<file path="config.mk">
export PLATFORM = sky130hd
export DESIGN_NAME = seq1011_detect
export DESIGN_NICKNAME = d
export VERILOG_FILES = /design/src/rtl/seq1011_detect.sv
export SDC_FILE = /design/constraint.sdc
export NUM_CORES = 1
export LEC_CHECK = 0
export BUFFER_PORTS_ARGS = -buffer_cell sky130_fd_sc_hd__buf_2
export CORE_AREA = 5 5 42 44
export CTS_CLUSTER_SIZE = 12
export DETAILED_ROUTE_END_ITERATION = 12
export DIE_AREA = 0 0 47 49
export PLACE_DENSITY = 0.3
export SLEW_MARGIN = 0
export SYNTH_ARGS = -nofsm -noshare
export SYNTH_HDL_FRONTEND = slang
export SYNTH_SLANG_ARGS = --single-unit
</file>
<file path="constraint.sdc">
create_clock -name clk_i -period 2.5 [get_ports clk_i]
set_input_delay 0.375 -clock clk_i [delete_from_list [all_inputs] [get_ports clk_i]]
set_output_delay 0.375 -clock clk_i [all_outputs]
set_load 0.1 [all_outputs]
</file>
<file path="src/rtl/seq1011_detect.sv">
module seq1011_detect (
  input  logic       clk_i,
  input  logic       rst_i,
  input  logic       bit_i,
  output logic       hit_o,
  output logic [2:0] state_o
);

  localparam logic [2:0] ST_IDLE = 3'b000;
  localparam logic [2:0] ST_ONE  = 3'b001;
  localparam logic [2:0] ST_OZ   = 3'b010;
  localparam logic [2:0] ST_OZO  = 3'b011;
  localparam logic [2:0] ST_HIT  = 3'b100;

  logic [2:0] cur_q, nxt;

  always_comb begin
    case (cur_q)
      ST_IDLE: nxt = bit_i ? ST_ONE : ST_IDLE;
      ST_ONE:  nxt = bit_i ? ST_ONE : ST_OZ;
      ST_OZ:   nxt = bit_i ? ST_OZO : ST_IDLE;
      ST_OZO:  nxt = bit_i ? ST_HIT : ST_OZ;
      ST_HIT:  nxt = bit_i ? ST_ONE : ST_OZ;
      default: nxt = ST_IDLE;
    endcase
  end

  always_ff @(posedge clk_i) begin
    if (rst_i) cur_q <= ST_IDLE;
    else       cur_q <= nxt;
  end

  assign state_o = cur_q;
  assign hit_o   = (cur_q == ST_HIT);

  AST_RESET_IDLE: assert property (@(posedge clk_i)
    rst_i |=> (state_o == ST_IDLE && !hit_o));
  AST_HIT_ON_PATTERN: assert property (@(posedge clk_i) disable iff (rst_i)
    (state_o == ST_OZO && bit_i) |=> hit_o);
  AST_NO_HIT_AFTER_ZERO: assert property (@(posedge clk_i) disable iff (rst_i)
    !bit_i |=> !hit_o);
  AST_OVERLAP_ONE: assert property (@(posedge clk_i) disable iff (rst_i)
    (hit_o && bit_i) |=> (state_o == ST_ONE));
  AST_OVERLAP_ZERO: assert property (@(posedge clk_i) disable iff (rst_i)
    (hit_o && !bit_i) |=> (state_o == ST_OZ));
  AST_ONE_HOLDS: assert property (@(posedge clk_i) disable iff (rst_i)
    (state_o == ST_ONE && bit_i) |=> $stable(state_o));
  AST_LEGAL_CODE: assert property (@(posedge clk_i) disable iff (rst_i)
    state_o <= ST_HIT);

endmodule

</file>
### Word level (Yosys, flattened, before mapping)

Index checks and enable logic that the tools add are counted.

| word-level totals | value |
|---|---|
| flip-flop bits (word level) | 3 |
| output and inout port bits | 4 |
| word-level logic and storage cells | 12 |

| cells by class | value |
|---|---|
| eq/ne operators | 4 |
| muxes and demuxes | 5 |
| reductions and logical operators | 2 |

Operators by type and width:

| operator | count |
|---|---|
| 3-bit one-hot mux with 4 select lines | 1 |
| 3-bit by 2-bit == test with 1-bit output, second input constant | 2 |
| 2-bit two-way mux | 2 |
| 3-bit by 1-bit == test with 1-bit output, second input constant | 1 |
| 3-bit == test, second input constant | 1 |
| 3-bit zero test | 1 |
| 3-bit two-way mux | 1 |
| 2-bit OR reduction | 1 |
| 1-bit two-way mux | 1 |

### Depth between registers and ports, before layout

| depth | value |
|---|---|
| depth after elaboration | 3 |
| gate-level depth with buffers | 2 |

### Worst setup path before layout

Ideal clock, no wire load.

| timing path | value |
|---|---|
| kind | reg-to-output |
| from | register cur_q[2], in the netlist state_o[2] |
| to | output port hit_o |
| arrival | 3.298 ns |
| required time | 2.125 ns |
| slack | -1.173 ns |
| stages on the path, launching flop included | 2 |
| path buffers | 0 |
| cell sequence | dfxtp_1 -> nor3b_1 |

| on the way | value |
|---|---|
| cells in the longest elaborated chain, start to end | 1 |

RTL lines:

| element | RTL line | source |
|---|---|---|
| start: declaration | 15 | `logic [2:0] cur_q, nxt;` |
| start signal: assignment | 30 | `else cur_q <= nxt;` |
| 3-bit == test | 34 | `assign hit_o = (cur_q == ST_HIT);` |
| end: declaration | 5 | `output logic hit_o,` |

Every way passes these cells.

### Worst setup path after layout

Ends and elaborated chain as after synthesis.

==> reports/qor.yml <==
rr_worst_depth: 2
dr.pass1.iters: 2
yosysWarnings: 0
gp_congestion: 0.641
path_max_fanout: 7
cpPeakStageDelay_ps: 440
overflow: 0
rows: 14
track_usage_pct: 3.52
crit_slowest_cell: "buf_2"
wl_per_cell_um: 8.47
rsz0062_at_grt: "false"
vias_per_cell: 3.42
slew_headroom_pct: 67.7
reg2reg_from: "state_o[0]"
drive_above_1_share_pct: 45.5
postRouteAntennaNets: 0
r2r_end: "state_o[1]"
fmax_ghz: 0.610
arrival_ps: 1260
coreArea_sq_um: 1400
design_area_sq_um: 224
netlist-cell-type-count: 8
power_density_nw_per_um2: 695
grt_pass1_wl_um: 503
start_util_pct: 9.73
grtUsageMet3_pct: 3.32
drt_iter0_markers: 2
postLayoutCoreUtil_pct: 16.0
area_growth_pct: 64.2
grtUsageMet2_pct: 2.71
fill_cells: 169
fin_ws_ps: 861
r2r_slack_ps: 1360
root_buffer: "clkbuf_4"
setup_tns_ps: 0
hold_start: "rst_i"
multi_input_area_sq_um: 87.6
dp_slack_ps: 1100
fin_worst_skew_ps: 0.530
fin_crit_ps: 1640
num_vias: 130
path_cells: "nor3b_4 > buf_2"
hold-path-endpoint: "state_o[1]"
maxSlewViolCount: 0
syn_area_per_cell_sq_um: 11.4
cts.sinks: 3
seq_area_sq_um: 60.1
htree_levels: 1
wl_um: 322
cpLargestDelayFamily: "buffers and inverters"
layout.nets: 26
tightest_slew_ps: 488
reg_top3: "state_o x3"
io_buffer_count: 6
fin_crit_sh_pct: 65.5
synth_area_sq_um: 136
largest_reg_flops: 3
cts.hold.buffers_added: 0
grt_pass1_vias: 126
die-area_sq_um: 2300
antenna_found_initial: 0
fp.dieW_um: 47
cts_made_buffers: 3
maxCapViolations: 0
synth-seq-cells: 3
syn_inst: 12
cts_buffer_depth: 2
syn-num-nets: 15
setup_viol: 0
dpl_cell_area_sq_um: 198
grt.met1_usage_pct: 4.39
min_path_cells: 2
clk_latency_ps: 230
grt_max_degree: 8
post_cts_resized: 0
clk_pin_slew_worst_paths_ps: 40
postCtsSetupBuffers: 0
num_antenna_cells: 0
crit_buf_inv: 1
hold-worst-slack_ps: 338
hold_viol_final: 0
hold_class: "primary input to flop"
start_kind: "flop"
cts_tree: "done"
cp_data_required_time_ps: 2120
drt_drc_violations_left: 0
top_register: "state_o"
die_h_um: 49
busiest_layer: "met1"
yosysSeqAreaShare_pct: 44.0
worstSetupPathType: "flop to output port"
p_leak_uw: 0.0000863
cp-end-kind: "output port"
ir_drop_v: 0.000130
io_pins: 7
outcome: "finished, final reports clean"
synth_stat cells (all sizes together):
cell / number / area share [%]
or4bb: 1 / 8.3
dfxtp: 3 / 44
a31oi: 1 / 4.6
maj3: 1 / 7.3
nor3b: 3 / 17
or3b: 1 / 6.4
nand3b: 1 / 5.5
or4b: 1 / 7.3
where the power goes:
part / total [uW] / switching [uW] / internal [uW]
combinational: 19.0 / 14.5 / 4.45
clock: 84.0 / 24.2 / 59.8
sequential: 52.8 / 3.06 / 49.7
cell type report:
class                           count  area share [%]
Multi-Input combinational cell      9            39.1
Sequential cell                     3            26.8
Timing Repair Buffer                6            13.4
Clock buffer                        4            11.7
Tap cell                           16            8.94
kinds of logic (layout without fill, tap and decap cells):
kind of cell | after synthesis | in the layout | synth area share (%)
AO/OA/AOI/OAI | 1 | 1 | 4.59
buffers and inverters | 0 | 10 | 0
flip-flops | 3 | 3 | 44.0
adder cells (fa/ha/maj) | 1 | 1 | 7.34
AND/OR/NAND/NOR | 7 | 7 | 44.0
placed cells by master (no fill, tap or decap):
cell,n
buf_2,6
clkbuf_4,3
dfxtp_1,3
nor3b_1,2
nor3b_4,1
maj3_1,1
nand3b_1,1
or4b_1,1
or4bb_1,1
or3b_1,1
a31oi_1,1
clkbuf_1,1
through the flow:
step           instances  total power, uW
3_3_place_gp          34             72.8
3_5_place_dp          34             72.7
2_1_floorplan         12             67.7
4_1_cts               38              162
5_1_grt               38              169
6_report              38              156
how the worst max path moves through the flow:
stage,depth (start not counted),endpoint,start,slack (ps)
floorplan,1,hit_o,state_o[2],150
global placement,2,hit_o,state_o[2],1090
detailed placement,2,hit_o,state_o[2],1100
CTS,2,hit_o,state_o[2],850
global route,2,hit_o,state_o[2],780
finish,2,hit_o,state_o[2],860
layer usage:
| layer | up-vias | wire length (um) |
|---|---|---|
| met5 | - | 0 |
| met4 | 0 | 0 |
| met1 | 54 | 148 |
| met3 | 0 | 70 |
| li1 | 69 | - |
| met2 | 7 | 104 |
Power figures use the tool's default switching activity.
